## src/rtl/breath_pkg.sv

```systemverilog
package breath_pkg;

    localparam int CODE_W  = 4;
    localparam int DUR_W   = 14;
    localparam int RECIP_W = 20;
    localparam int LVL_W   = 8;
    localparam int PROD_W  = DUR_W + RECIP_W;
    localparam int PL_W    = 11;
    localparam int MP_W    = 4;
    localparam int NCOL    = 3;

    typedef enum logic [2:0] {
        PH_IDLE, PH_START, PH_RISE, PH_PEAK, PH_FALL, PH_GAP, PH_OFF
    } phase_e;

    typedef struct packed {
        logic [CODE_W-1:0] ts;
        logic [CODE_W-1:0] t1;
        logic [CODE_W-1:0] t2;
        logic [CODE_W-1:0] t3;
        logic [CODE_W-1:0] tp;
        logic [CODE_W-1:0] t4;
        logic [NCOL-1:0]   en;
        logic [2*NCOL-1:0] rep;
        logic [MP_W-1:0]   mp;
        logic [7:0]        pl;
        logic              hold_en;
        logic              hold_on;
        logic              linear;
        logic              rgb;
        logic [1:0]        nxt;
    } cfg_t;

    // phase length in ticks
    function automatic logic [DUR_W-1:0] dur_ticks(input logic [CODE_W-1:0] c);
        case (c)
            4'd0:  return 14'd40;
            4'd1:  return 14'd160;
            4'd2:  return 14'd310;
            4'd3:  return 14'd460;
            4'd4:  return 14'd610;
            4'd5:  return 14'd920;
            4'd6:  return 14'd1250;
            4'd7:  return 14'd1920;
            4'd8:  return 14'd2520;
            4'd9:  return 14'd3120;
            4'd10: return 14'd3720;
            4'd11: return 14'd5040;
            4'd12: return 14'd6240;
            4'd13: return 14'd7440;
            4'd14: return 14'd8760;
            default: return 14'd9960;
        endcase
    endfunction

    // floor(2^24 / ticks): ramp = (elapsed * recip) >> 16
    function automatic logic [RECIP_W-1:0] ramp_recip(input logic [CODE_W-1:0] c);
        case (c)
            4'd0:  return 20'd419430;
            4'd1:  return 20'd104857;
            4'd2:  return 20'd54120;
            4'd3:  return 20'd36472;
            4'd4:  return 20'd27503;
            4'd5:  return 20'd18236;
            4'd6:  return 20'd13421;
            4'd7:  return 20'd8738;
            4'd8:  return 20'd6657;
            4'd9:  return 20'd5377;
            4'd10: return 20'd4510;
            4'd11: return 20'd3328;
            4'd12: return 20'd2688;
            4'd13: return 20'd2255;
            4'd14: return 20'd1915;
            default: return 20'd1684;
        endcase
    endfunction

    // 0.6*u^2 + 0.4*u^3 blend standing in for a 2.4 power curve
    function automatic logic [LVL_W-1:0] gamma_shape(input logic [LVL_W-1:0] x);
        logic [31:0] xs, sq, cu, num;
        xs  = {24'd0, x};
        sq  = xs * xs;
        cu  = sq * xs;
        num = 32'd765 * sq + 32'd2 * cu;
        return LVL_W'(num / 32'd325125);
    endfunction

    // lowest enabled colour index >= from; returns {found, index}
    function automatic logic [2:0] colour_search(input logic [NCOL-1:0] en,
                                                 input logic [2:0] from);
        logic [2:0] r;
        r = 3'b000;
        for (int i = NCOL - 1; i >= 0; i--) begin
            if (en[i] && (i >= int'(from))) r = {1'b1, 2'(i)};
        end
        return r;
    endfunction

    // {valid, target pattern number}
    function automatic logic [2:0] chain_target(input int pat, input logic [1:0] sel);
        logic [2:0] r;
        r = 3'b000;
        case (pat)
            1: if (sel == 2'b01) r = {1'b1, 2'd2};
            2: if (sel == 2'b01) r = {1'b1, 2'd1};
               else if (sel == 2'b10) r = {1'b1, 2'd3};
            default: if (sel == 2'b01) r = {1'b1, 2'd1};
                     else if (sel == 2'b10) r = {1'b1, 2'd2};
        endcase
        return r;
    endfunction

    function automatic logic [7:0] state_byte(input phase_e ph, input logic [1:0] c);
        logic [7:0] base;
        base = (c == 2'd0) ? 8'h90 : (c == 2'd1) ? 8'hA0 : 8'hC0;
        case (ph)
            PH_START: return 8'h90;
            PH_OFF:   return 8'h95;
            PH_RISE:  return base | 8'h01;
            PH_PEAK:  return base | 8'h02;
            PH_FALL:  return base | 8'h03;
            PH_GAP:   return (c == 2'd0) ? 8'hA4 : (c == 2'd1) ? 8'hC4 : 8'h94;
            default:  return 8'h00;
        endcase
    endfunction

endpackage

```

## src/rtl/breath_timer.sv

```systemverilog
module breath_timer
    import breath_pkg::*;
(
    input  logic                clk_i,
    input  logic                rst_i,
    input  logic                clr_i,
    input  logic                tick_i,
    input  logic [CODE_W-1:0]   code_i,
    output logic [DUR_W-1:0]    elapsed_o,
    output logic                done_o
);
    logic [DUR_W-1:0] elapsed_q;
    logic [DUR_W-1:0] dur;

    assign dur       = dur_ticks(code_i);
    assign done_o    = tick_i && (elapsed_q == dur - DUR_W'(1));
    assign elapsed_o = elapsed_q;

    always_ff @(posedge clk_i) begin
        if (rst_i || clr_i)  elapsed_q <= '0;
        else if (done_o)     elapsed_q <= '0;
        else if (tick_i)     elapsed_q <= elapsed_q + DUR_W'(1);
    end


    elapsed_range_chk: assert property (@(posedge clk_i) disable iff (rst_i)
        elapsed_q < dur);
endmodule

```

## src/rtl/breath_shaper.sv

```systemverilog
module breath_shaper
    import breath_pkg::*;
(
    input  phase_e              phase_i,
    input  logic [DUR_W-1:0]    elapsed_i,
    input  logic [CODE_W-1:0]   code_i,
    input  logic                linear_i,
    output logic [LVL_W-1:0]    level_o
);
    logic [PROD_W-1:0] prod;
    logic [LVL_W-1:0]  ramp;
    logic [LVL_W-1:0]  lin;

    assign prod = PROD_W'(elapsed_i) * PROD_W'(ramp_recip(code_i));
    assign ramp = (prod[PROD_W-1:24] != '0) ? {LVL_W{1'b1}} : prod[23:16];

    always_comb begin
        case (phase_i)
            PH_RISE: lin = ramp;
            PH_PEAK: lin = {LVL_W{1'b1}};
            PH_FALL: lin = {LVL_W{1'b1}} - ramp;
            default: lin = '0;
        endcase
        level_o = linear_i ? lin : gamma_shape(lin);
    end
endmodule

```

## src/rtl/breath_ctrl.sv

```systemverilog
module breath_ctrl
    import breath_pkg::*;
#(
    parameter int PAT_ID = 2
) (
    input  logic                clk_i,
    input  logic                rst_i,
    input  logic                sd_i,
    input  logic                start_i,
    input  cfg_t                cfg_i,
    input  logic                done_i,
    output phase_e              phase_o,
    output logic [1:0]          col_o,
    output logic [CODE_W-1:0]   code_o,
    output logic                clr_o,
    output logic                linear_o,
    output logic                chain_go_o,
    output logic [1:0]          chain_to_o
);
    phase_e           phase_q, n_phase;
    cfg_t             cfg_q;
    logic [1:0]       col_q, n_col;
    logic [1:0]       rep_q, n_rep;
    logic [MP_W-1:0]  mp_q, n_mp;
    logic [PL_W-1:0]  pl_q, n_pl;
    logic             held_q, n_held;
    logic             chain_go_q, n_chain;
    logic [1:0]       chain_to_q;

    logic             start_ok;
    logic [1:0]       rep_lim;
    logic [PL_W-1:0]  pl_lim;
    logic             rep_last, mp_last, pl_last, final_pulse;
    logic [2:0]       first_c, next_c, tgt;

    assign start_ok = start_i && !sd_i;

    always_comb begin
        case (col_q)
            2'd0:    rep_lim = cfg_q.rep[1:0];
            2'd1:    rep_lim = cfg_q.rep[3:2];
            default: rep_lim = cfg_q.rep[5:4];
        endcase
    end

    assign pl_lim      = cfg_q.pl[7] ? {cfg_q.pl[6:0], 4'b0000} : {4'b0000, cfg_q.pl[6:0]};
    assign rep_last    = (rep_lim != 2'd0) && (rep_q + 2'd1 == rep_lim);
    assign mp_last     = (cfg_q.mp != '0) && (mp_q + MP_W'(1) == cfg_q.mp);
    assign pl_last     = (pl_lim != '0) && (pl_q + PL_W'(1) == pl_lim);
    assign first_c     = colour_search(cfg_q.en, 3'd0);
    assign next_c      = colour_search(cfg_q.en, {1'b0, col_q} + 3'd1);
    assign final_pulse = rep_last && !next_c[2] && mp_last && pl_last;
    assign tgt         = chain_target(PAT_ID, cfg_q.nxt);

    always_comb begin
        n_phase = phase_q;
        n_col   = col_q;
        n_rep   = rep_q;
        n_mp    = mp_q;
        n_pl    = pl_q;
        n_held  = held_q;
        n_chain = 1'b0;
        if (sd_i) begin
            n_phase = PH_IDLE;
            n_col = '0; n_rep = '0; n_mp = '0; n_pl = '0; n_held = 1'b0;
        end else if (start_i) begin
            n_phase = PH_START;
            n_col = '0; n_rep = '0; n_mp = '0; n_pl = '0; n_held = 1'b0;
        end else if (done_i && !held_q) begin
            case (phase_q)
                PH_START: begin
                    if (first_c[2]) begin
                        n_phase = PH_RISE;
                        n_col   = first_c[1:0];
                        n_rep   = '0;
                    end else begin
                        n_phase = PH_OFF;
                    end
                end
                PH_RISE: n_phase = PH_PEAK;
                PH_PEAK: begin
                    if (cfg_q.hold_en && cfg_q.hold_on && final_pulse) n_held = 1'b1;
                    else n_phase = PH_FALL;
                end
                PH_FALL: n_phase = PH_GAP;
                PH_GAP: begin
                    if (!rep_last) begin
                        n_rep = rep_q + 2'd1;
                        n_phase = PH_RISE;
                    end else if (next_c[2]) begin
                        n_col = next_c[1:0];
                        n_rep = '0;
                        n_phase = PH_RISE;
                    end else if (!mp_last) begin
                        n_mp = mp_q + MP_W'(1);
                        n_col = first_c[1:0];
                        n_rep = '0;
                        n_phase = PH_RISE;
                    end else begin
                        n_mp = '0;
                        n_phase = PH_OFF;
                    end
                end
                PH_OFF: begin
                    if (!pl_last) begin
                        n_pl = pl_q + PL_W'(1);
                        n_phase = PH_START;
                    end else if (cfg_q.hold_en && !cfg_q.hold_on) begin
                        n_held = 1'b1;
                    end else begin
                        n_phase = PH_IDLE;
                        n_chain = cfg_q.rgb && tgt[2];
                    end
                end
                default: n_phase = phase_q;
            endcase
        end
    end

    always_comb begin
        case (phase_q)
            PH_RISE: code_o = cfg_q.t1;
            PH_PEAK: code_o = cfg_q.t2;
            PH_FALL: code_o = cfg_q.t3;
            PH_GAP:  code_o = cfg_q.tp;
            PH_OFF:  code_o = cfg_q.t4;
            default: code_o = cfg_q.ts;
        endcase
    end

    assign clr_o = start_ok || (n_phase != phase_q);

    always_ff @(posedge clk_i) begin
        if (rst_i) begin
            phase_q    <= PH_IDLE;
            cfg_q      <= '0;
            col_q      <= '0;
            rep_q      <= '0;
            mp_q       <= '0;
            pl_q       <= '0;
            held_q     <= 1'b0;
            chain_go_q <= 1'b0;
            chain_to_q <= '0;
        end else begin
            phase_q    <= n_phase;
            col_q      <= n_col;
            rep_q      <= n_rep;
            mp_q       <= n_mp;
            pl_q       <= n_pl;
            held_q     <= n_held;
            chain_go_q <= n_chain;
            chain_to_q <= n_chain ? tgt[1:0] : 2'd0;
            if (start_ok) cfg_q <= cfg_i;
        end
    end

    assign phase_o    = phase_q;
    assign col_o      = col_q;
    assign linear_o   = cfg_q.linear;
    assign chain_go_o = chain_go_q;
    assign chain_to_o = chain_to_q;


    rep_bound_chk: assert property (@(posedge clk_i) disable iff (rst_i)
        (rep_lim != 2'd0) |-> (rep_q < rep_lim));

    mp_bound_chk: assert property (@(posedge clk_i) disable iff (rst_i)
        (cfg_q.mp != '0) |-> (mp_q < cfg_q.mp));

    pl_bound_chk: assert property (@(posedge clk_i) disable iff (rst_i)
        (pl_lim != '0) |-> (pl_q < pl_lim));
endmodule

```

## src/rtl/breath_seq.sv

```systemverilog
module breath_seq
    import breath_pkg::*;
#(
    parameter int PAT_ID = 2
) (
    input  logic        clk_i,
    input  logic        rst_i,
    input  logic        tick_i,
    input  logic        sd_i,
    input  logic        start_i,
    input  logic [3:0]  ts_code_i,
    input  logic [3:0]  rise_code_i,
    input  logic [3:0]  peak_code_i,
    input  logic [3:0]  fall_code_i,
    input  logic [3:0]  gap_code_i,
    input  logic [3:0]  off_code_i,
    input  logic [2:0]  col_en_i,
    input  logic [5:0]  col_rep_i,
    input  logic [3:0]  pulse_loops_i,
    input  logic [7:0]  pat_loops_i,
    input  logic        hold_en_i,
    input  logic        hold_on_i,
    input  logic        linear_i,
    input  logic        rgb_mode_i,
    input  logic [1:0]  next_sel_i,
    input  logic        mark_en_i,
    input  logic [1:0]  mark_col_i,
    input  logic [1:0]  mark_sel_i,
    output logic [7:0]  level_o,
    output logic [1:0]  colour_o,
    output logic [7:0]  state_code_o,
    output logic        mark_n_o,
    output logic        chain_go_o,
    output logic [1:0]  chain_to_o
);
    cfg_t              cfg_in;
    phase_e            phase;
    logic [1:0]        col;
    logic [CODE_W-1:0] code;
    logic              clr, done, lin_sel;
    logic [DUR_W-1:0]  elapsed;
    logic              in_colour;

    assign cfg_in.ts      = ts_code_i;
    assign cfg_in.t1      = rise_code_i;
    assign cfg_in.t2      = peak_code_i;
    assign cfg_in.t3      = fall_code_i;
    assign cfg_in.tp      = gap_code_i;
    assign cfg_in.t4      = off_code_i;
    assign cfg_in.en      = col_en_i;
    assign cfg_in.rep     = col_rep_i;
    assign cfg_in.mp      = pulse_loops_i;
    assign cfg_in.pl      = pat_loops_i;
    assign cfg_in.hold_en = hold_en_i;
    assign cfg_in.hold_on = hold_on_i;
    assign cfg_in.linear  = linear_i;
    assign cfg_in.rgb     = rgb_mode_i;
    assign cfg_in.nxt     = next_sel_i;

    breath_ctrl #(.PAT_ID(PAT_ID)) u_ctrl (
        .clk_i      (clk_i),
        .rst_i      (rst_i),
        .sd_i       (sd_i),
        .start_i    (start_i),
        .cfg_i      (cfg_in),
        .done_i     (done),
        .phase_o    (phase),
        .col_o      (col),
        .code_o     (code),
        .clr_o      (clr),
        .linear_o   (lin_sel),
        .chain_go_o (chain_go_o),
        .chain_to_o (chain_to_o)
    );

    breath_timer u_timer (
        .clk_i     (clk_i),
        .rst_i     (rst_i),
        .clr_i     (clr),
        .tick_i    (tick_i),
        .code_i    (code),
        .elapsed_o (elapsed),
        .done_o    (done)
    );

    breath_shaper u_shaper (
        .phase_i   (phase),
        .elapsed_i (elapsed),
        .code_i    (code),
        .linear_i  (lin_sel),
        .level_o   (level_o)
    );

    assign in_colour    = (phase == PH_RISE) || (phase == PH_PEAK) ||
                          (phase == PH_FALL) || (phase == PH_GAP);
    assign colour_o     = in_colour ? col + 2'd1 : 2'd0;
    assign state_code_o = state_byte(phase, col);

    always_comb begin
        mark_n_o = 1'b1;
        if (mark_en_i) begin
            if (mark_sel_i[1])
                mark_n_o = (phase != PH_OFF);
            else if (mark_sel_i[0])
                mark_n_o = !((phase == PH_GAP) && (col == mark_col_i));
            else
                mark_n_o = !((phase == PH_PEAK) && (col == mark_col_i));
        end
    end


    sd_idle_chk: assert property (@(posedge clk_i) disable iff (rst_i)
        sd_i |=> (state_code_o == 8'h00));

    dark_phase_chk: assert property (@(posedge clk_i) disable iff (rst_i)
        ((state_code_o != 8'h00) && ((state_code_o[3:0] == 4'h0) ||
         (state_code_o[3:0] == 4'h4) || (state_code_o[3:0] == 4'h5))) |-> (level_o == 8'd0));

    peak_full_chk: assert property (@(posedge clk_i) disable iff (rst_i)
        (state_code_o[3:0] == 4'h2) |-> (level_o == 8'hFF));

    chain_edge_chk: assert property (@(posedge clk_i) disable iff (rst_i)
        chain_go_o |-> ((state_code_o == 8'h00) && ($past(state_code_o) == 8'h95)));

    mark_phase_chk: assert property (@(posedge clk_i) disable iff (rst_i)
        !mark_n_o |-> ((state_code_o[3:0] == 4'h2) || (state_code_o[3:0] == 4'h4) ||
                       (state_code_o == 8'h95)));
endmodule

```

## config.mk

```make
export PLATFORM = sky130hd
export DESIGN_NAME = breath_seq
export DESIGN_NICKNAME = d
export VERILOG_FILES = /design/src/rtl/breath_pkg.sv /design/src/rtl/breath_timer.sv /design/src/rtl/breath_shaper.sv /design/src/rtl/breath_ctrl.sv /design/src/rtl/breath_seq.sv
export SDC_FILE = /design/constraint.sdc
export NUM_CORES = 2
export LEC_CHECK = 0
export ABC_CLOCK_PERIOD_IN_PS = 42900
export BUFFER_PORTS_ARGS = -buffer_cell sky130_fd_sc_hd__buf_2
export CORE_AREA = 2 2 245 247
export DETAILED_ROUTE_END_ITERATION = 6
export DIE_AREA = 0 0 247 249
export GPL_ROUTABILITY_DRIVEN = 0
export PLACE_DENSITY = 0.73
export SYNTH_ARGS = -nofsm -noshare
export SYNTH_HDL_FRONTEND = slang
export SYNTH_SLANG_ARGS = --single-unit
export TNS_END_PERCENT = 1
```

## constraint.sdc

```tcl
create_clock -name clk_i -period 42.9 [get_ports clk_i]
set_input_delay 6.435 -clock clk_i [delete_from_list [all_inputs] [get_ports clk_i]]
set_output_delay 6.435 -clock clk_i [all_outputs]
set_load 0.1 [all_outputs]
```

**Word level (Yosys, flattened, before mapping)**

Memories as Yosys holds them, arrays and structs flattened.
Cells that the tools add are included.
Widths: inputs -> output; s select.

- Bitwise gates (word level): 3
- Multipliers: 4
- $lt $le $gt $ge: 3
- Mux-type cells: 55
- Reductions and logical operators: 45
- Equality and inequality tests: 23
- $add $sub $neg: 9
- Divide/modulo/power cells: 1
- Shift-type cells: 0

Operators by type and width:

| kind | count |
|---|---|
| $mux 3 | 18 |
| $pmux 8 s6 | 1 |
| $mul 14x20->34 | 1 |
| $div 32x19->32 const B | 1 |
| $mux 7 | 4 |
| $add 26x25->27 | 1 |
| $mul 10x16->26 const A | 1 |
| $mul 16x8->24 | 1 |
| $pmux 8 s3 | 1 |
| $pmux 4 s5 | 1 |
| $logic_and 1x1->1 | 18 |
| $mux 2 | 9 |
| $pmux 3 s6 | 1 |
| $mul 8x8->16 | 1 |
| $mux 8 | 2 |
| $add 14x1->14 const B | 1 |
| $eq 14x14->1 | 1 |
| $sub 14x1->14 const B | 1 |
| $mux 1 | 12 |
| $pmux 2 s2 | 3 |
| $add 11x1->11 const B | 1 |
| $eq 11x11->1 | 1 |
| $mux 11 | 1 |
| $reduce_bool 11->1 | 1 |
| other kinds (31) | 60 |

- Latch bits: 0
- Output and inout bits: 22
- Word-level logic and storage cells: 170
- Bits in read-only memories: 512
- Bits in registers: 91
- Memories kept: 2
- Bits in writable memories: 0

Memory list:

| name | depth | width | rd ports | clocked after memory_dff | wr ports | line | RTL |
|---|---|---|---|---|---|---|---|
| (no name shown) | 16 | 19 | 1 | 0 | 0 | breath_pkg.sv:58 | `case (c)` |
| (no name shown) | 16 | 13 | 1 | 0 | 0 | breath_pkg.sv:36 | `case (c)` |

**Depth between registers and ports, before layout**

- Word-level depth: 20
- Gate-level depth with buffers: 138
- Gate-level depth less buffers: 122

**Modules after synthesis**

A second synthesis with hierarchy kept.

- Cells, all modules: 4452
- Area total of the unflattened synthesis: 34147.8 um^2

Modules (own cells, without submodules):

| module | sequential area each (um^2) | area each (um^2) | cells each | times used |
|---|---|---|---|---|
| breath_shaper | 0.0 | 28073.2 | 3647 | 1 |
| breath_ctrl | 1541.5 | 4356.7 | 590 | 1 |
| breath_timer | 280.3 | 1446.4 | 173 | 1 |
| breath_seq | 0.0 | 271.5 | 42 | 1 |

**Worst setup path before layout**

No wires, ideal clock.

- Kind: register -> output
- Start point: register u_ctrl.phase_q[0] (netlist: u_ctrl.phase_o[0])
- End point: output port level_o[0]
- Slack: 4.932 ns
- Data arrival time: 31.533 ns
- Stages on the path, launching flop included: 123
- Cells stage by stage: dfxtp_1 > buf_6 > clkbuf_1 > mux2i_1 > o22ai_1 > nor3_1 > inv_1 > ha_1 > nor2_1 > nor3_1 > a31oi_1 > clkbuf_1 > nand2_1 > fa_1 > fa_1 > inv_1 > fa_1 > fa_1 > [87 not listed] > mux2_2 > or3_1 > buf_2 > nor2_4 > a21boi_4 > nor2_1 > xnor2_1 > ha_1 > o211ai_1 > o211ai_1 > nor3_2 > a2111oi_4 > o21ai_1 > a222oi_1 > o22ai_1 > a221oi_2 > o21a_1 > o31a_1

- Word-level cells in the longest chain between the ends: 13
- Elaborated cells on any way between the ends: 18
- Classes of those cells: add/sub (2); mul (4); div (1); eq/ne (5); mux (4); reduce/logical (1); memory (1)

RTL lines:

| item | line | RTL |
|---|---|---|
| start: declaration | breath_ctrl.sv:20 | `phase_e phase_q, n_phase;` |
| start signal: assignment | breath_ctrl.sv:145 | `phase_q <= n_phase;` |
| $eq 3x3->1, or another cell as far along | breath_ctrl.sv:121 | `case (phase_q)` |
| $pmux 4 s5 | breath_ctrl.sv:121 |  |
| $mem_v2 16x19 | -- |  |
| $mul 14x20->34 | breath_shaper.sv:14 | `assign prod = PROD_W'(elapsed_i) * PROD_W'(ramp_recip(code_i));` |
| $reduce_bool 10->1 | breath_shaper.sv:15 | `assign ramp = (prod[PROD_W-1:24] != '0) ? {LVL_W{1'b1}} : prod[23:16];` |
| $mux 8 | breath_shaper.sv:15 |  |
| $sub 8x8->8 | breath_shaper.sv:21 | `PH_FALL: lin = {LVL_W{1'b1}} - ramp;` |
| $pmux 8 s3 * | breath_shaper.sv:18 | `case (phase_i)` |
| $mul 8x8->16 | breath_pkg.sv:82 | `sq = xs * xs;` |
| $mul 10x16->26 or $mul 16x8->24 (tied branches) | breath_pkg.sv:84, breath_pkg.sv:83 |  |
| $add 26x25->27 | breath_pkg.sv:84 | `num = 32'd765 * sq + 32'd2 * cu;` |
| $div 32x19->32 | breath_pkg.sv:85 | `return LVL_W'(num / 32'd325125);` |
| $mux 8 * | breath_shaper.sv:24 | `level_o = linear_i ? lin : gamma_shape(lin);` |
| end: declaration | breath_seq.sv:29 | `output logic [7:0] level_o,` |

Mark *: on every way between the ends. The rest lies on a longest branch, timed or not.

**Final worst setup path**

Same ends and word-level chain as after synthesis.

==> results by group <==
Run status
  • Status: finished, final reports clean

Yosys
  • Synth Area in Simple Gates: 24.1%
  • Ys async rst share: 0%
  • Synth Warn #: 0
  • Post-Synth XOR/XNOR Area: 6.81%
  • Synth Area in Compound Gates: 18.8%
  • Synth Flop Type: dfxtp_1
  • Post-Synth Adder-Cell Area: 34.0%
  • Yosys reg bits: 91
  • Mux contribution to synthesized area: 1.90%
  • Largest family of logic cells by synthesized area: adder cells
  • Synth Area per Inst: 7.61 um^2
  • Register area share after synthesis: 5.47%
  • Post-synth EDFFs: 0
  • Post-synth cell types: 136
  • Mapped Area: 33300 um^2
  • Syn Inst Count: 4372

Critical path
  • CP Max Fanout: 22
  • Slowest CP cell: or4_1
  • Critical Path RT: 36.47 ns
  • Reg2Reg Setup Slack: 36.88 ns
  • Kind of start point of the critical path: flip-flop
  • Crit end category: primary output
  • Arrival time of the worst setup path: 34.58 ns
  • Worst path buffer plus inverter count: 19
  • Crit path max-delay family: compound AO/OA/AOI/OAI gates
  • Worst Path Class, Setup: reg -> out
  • CP dominant cell by count: fa_1
  • Slowest cell delay on critical path: 0.67 ns

Clock tree
  • Clock latency on the worst-skew pair: 0.37 ns
  • Clk buf depth: 2
  • CTS clock-pin slew for the worst setup and hold paths: 0.08 ns
  • CTS tree: done
  • Root Driver: clkbuf_16
  • Sink Count: 91
  • H-tree lvl count: 3
  • CTS Buf Count: 9

Drt
  • ANT nets after route: 0
  • Remaining DRCs: 0
  • DR pass1 iterations: 6
  • Via/cell ratio: 6.14
  • Vias after detailed routing: 31604
  • DRT iter0 DRCs: 3264
  • Routed WL: 95800 um
  • Post-DR wirelength/cell: 18.6 um

STA
  • Least-Margin Pin Slew: 1.17 ns
  • F_max: 24.4 MHz
  • Final Cycle Share: 95.6%
  • Clock Skew: 0.0190 ns
  • Fin. Hold Viols: 0
  • Fin crit period: 41.01 ns
  • Max-slew violations: 0
  • PnR worst setup slack: 1.89 ns
  • Setup violators final: 0
  • Slew margin rel.: 21.8%

Die
  • Die Wd: 247 um
  • Starting density of the core: 56.7%
  • Die ar.: 61500 um^2
  • Placement Rows: 89
  • Core ar.: 58700 um^2
  • IO Pins: 83
  • Die H: 249 um

GRT
  • Number of global-route vias before repair: 30830
  • Overflow after GRT: 0
  • Initial antenna violation count: 1
  • Largest net degree at the start of global routing: 57
  • First-pass GRT wire length: 159000 um
  • All-Layer GR Usage: 31.3%

Power
  • Static Leak: 16.2 nW
  • Final total power: 0.240 mW
  • Peak supply drop: 0.0000168 V
  • Power per cell area: 6.81 nW/um^2

Placed design
  • Placed Instances: 5123
  • Placement Setup Slack: 0.570 ns
  • I/O Buffers: 81
  • Hpwl dp: 76700 um

Cells and area
  • Util after Layout: 60.0%
  • Layout cells sized above 1: 8.64%
  • Ant diodes: 0
  • Nets: 5099
  • Final cell count without fillers: 5150
  • Area Growth Syn to Fin: 5.81%

Flow run
  • Max Cap Viol: 0

Hold path
  • Path category of the worst min-delay check: reg -> reg
-- kinds of logic after synthesis --
family	after synthesis
and+or+nand+nor	1644
AOI/OAI and AO/OA	894
buffers and inverters	759
adders and majority gates	666
xor gates and xnor gates	257
DFF	91
muxes	59
other	2
-- layout by cell type, fill, tap and decap left out, types with 74 or more instances in the layout --
cell type  count
nor3_1       111
xnor2_1      180
and2_1       142
ha_1         269
dfxtp_1       88
fa_1         397
a21oi_1      250
o21ai_0      125
buf_2         78
inv_1        552
nand3_1      105
buf_4        104
nand2_1      527
xor2_1        74
nor2_1       380
-- per-layer routing --
metal | GRT usage (%) | vias up | wire length [um]
li1 | - | 14797 | -
met3 | 4.05 | 207 | 7750
met1 | 43.9 | 15188 | 41100
met4 | 8.98 | 2 | 3060
met2 | 50.4 | 1410 | 44000
met5 | 0 | - | 13
-- registers in the layout (all words and copies together), names as in the netlist --
name               flops
u_ctrl.chain_go_o      1
u_ctrl.linear_o        1
u_ctrl.phase_o         3
u_ctrl.rep_q           2
u_ctrl.held_q          1
u_timer.elapsed_o     14
u_ctrl.chain_to_o      2
u_ctrl.pl_q           11
u_ctrl.cfg_q          50
u_ctrl.col_o           2
u_ctrl.mp_q            4
-- power by group --
| part | internal (mW) | switching (mW) | leakage [nW] |
|---|---|---|---|
| Clock | 0.0415 | 0.0415 | 0.145 |
| Combinational | 0.0216 | 0.0459 | 15.4 |
| Sequential | 0.0867 | 0.00271 | 0.741 |
-- cells in the mapped netlist (24+ instances only) --
cell type	instances	area share, %
inv_1	553	6.2
nand2_1	529	6.0
fa_1	397	24
nor2_1	383	4.3
ha_1	269	10
a21oi_1	257	3.9
xnor2_1	181	4.8
clkbuf_1	146	1.6
and2_1	143	2.7
o21ai_0	126	1.9
nor3_1	113	1.7
nand3_1	106	1.6
dfxtp_1	91	5.5
xor2_1	74	1.9
nand2b_1	56	1.1
and3_1	47	0.88
or3_1	44	0.83
a31oi_1	40	0.75
mux2i_1	40	1.2
a211oi_1	39	0.88
nand4_1	39	0.73
o21bai_1	38	0.86
nor4_1	37	0.70
o211ai_1	36	0.81
a21o_1	35	0.79
nor2b_1	26	0.49
buf_2	25	0.38
o21a_1	25	0.56
or2_2	24	0.45
-- final cells by class --
cell class,instances,area [um^2]
inverter,558,2100
sequential,91,1830
tap,773,967
clock inverter,7,75.1
clock buffer,9,225
timing repair buffer,187,1270
multi-input combinational,3525,28800
fill,5417,23500
-- through the flow --
stage | hold WS [ns] | setup TNS [ns] | cell area, um^2
2_1_floorplan | 0.432 | 0 | 33300
3_3_place_gp | 0.444 | 0 | 34600
3_5_place_dp | 0.446 | 0 | 34600
4_1_cts | 0.456 | 0 | 34900
5_1_grt | 0.482 | -0.0960 | 35200
6_report | 0.455 | 0 | 35200
-- worst paths after layout --
check | from | cells past startpoint | end
setup reg to reg | u_ctrl.phase_o[0]$_SDFF_PP0_ | 20 | u_ctrl.pl_q[6]$_SDFFE_PP0P_
hold / removal | u_ctrl.cfg_q[34]$_SDFFE_PP0P_ | 2 | u_ctrl.cfg_q[34]$_SDFFE_PP0P_
hold reg to reg | u_ctrl.cfg_q[34]$_SDFFE_PP0P_ | 2 | u_ctrl.cfg_q[34]$_SDFFE_PP0P_
setup / recovery | u_ctrl.phase_o[0]$_SDFF_PP0_ | 119 | level_o[0]
-- worst register-to-register path, stage by stage, from the launching register on --
cell and delay [ns]:
dfxtp_2 0.62, buf_4 0.30, mux4_2 0.55, a221o_1 0.64
nor2_1 0.39, nor3_1 0.09, a31oi_1 0.38, nand3_1 0.27
nor3_1 0.45, a22oi_1 0.15, xnor2_1 0.17, nor3_1 0.17
nand3_1 0.10, nor3_1 0.18, buf_4 0.22, nand2_1 0.20
nor2_1 0.42, nand2_1 0.19, nor3_1 0.21, xnor2_1 0.15
nor2_1 0.05
-- repair_timing --
action	in CTS	in global routing
hold buffers	0	0
setup endpoints to repair	0	3
buffers inserted	0	11
gates resized for setup	0	43
No activity file was read; power rests on OpenSTA's default activity.
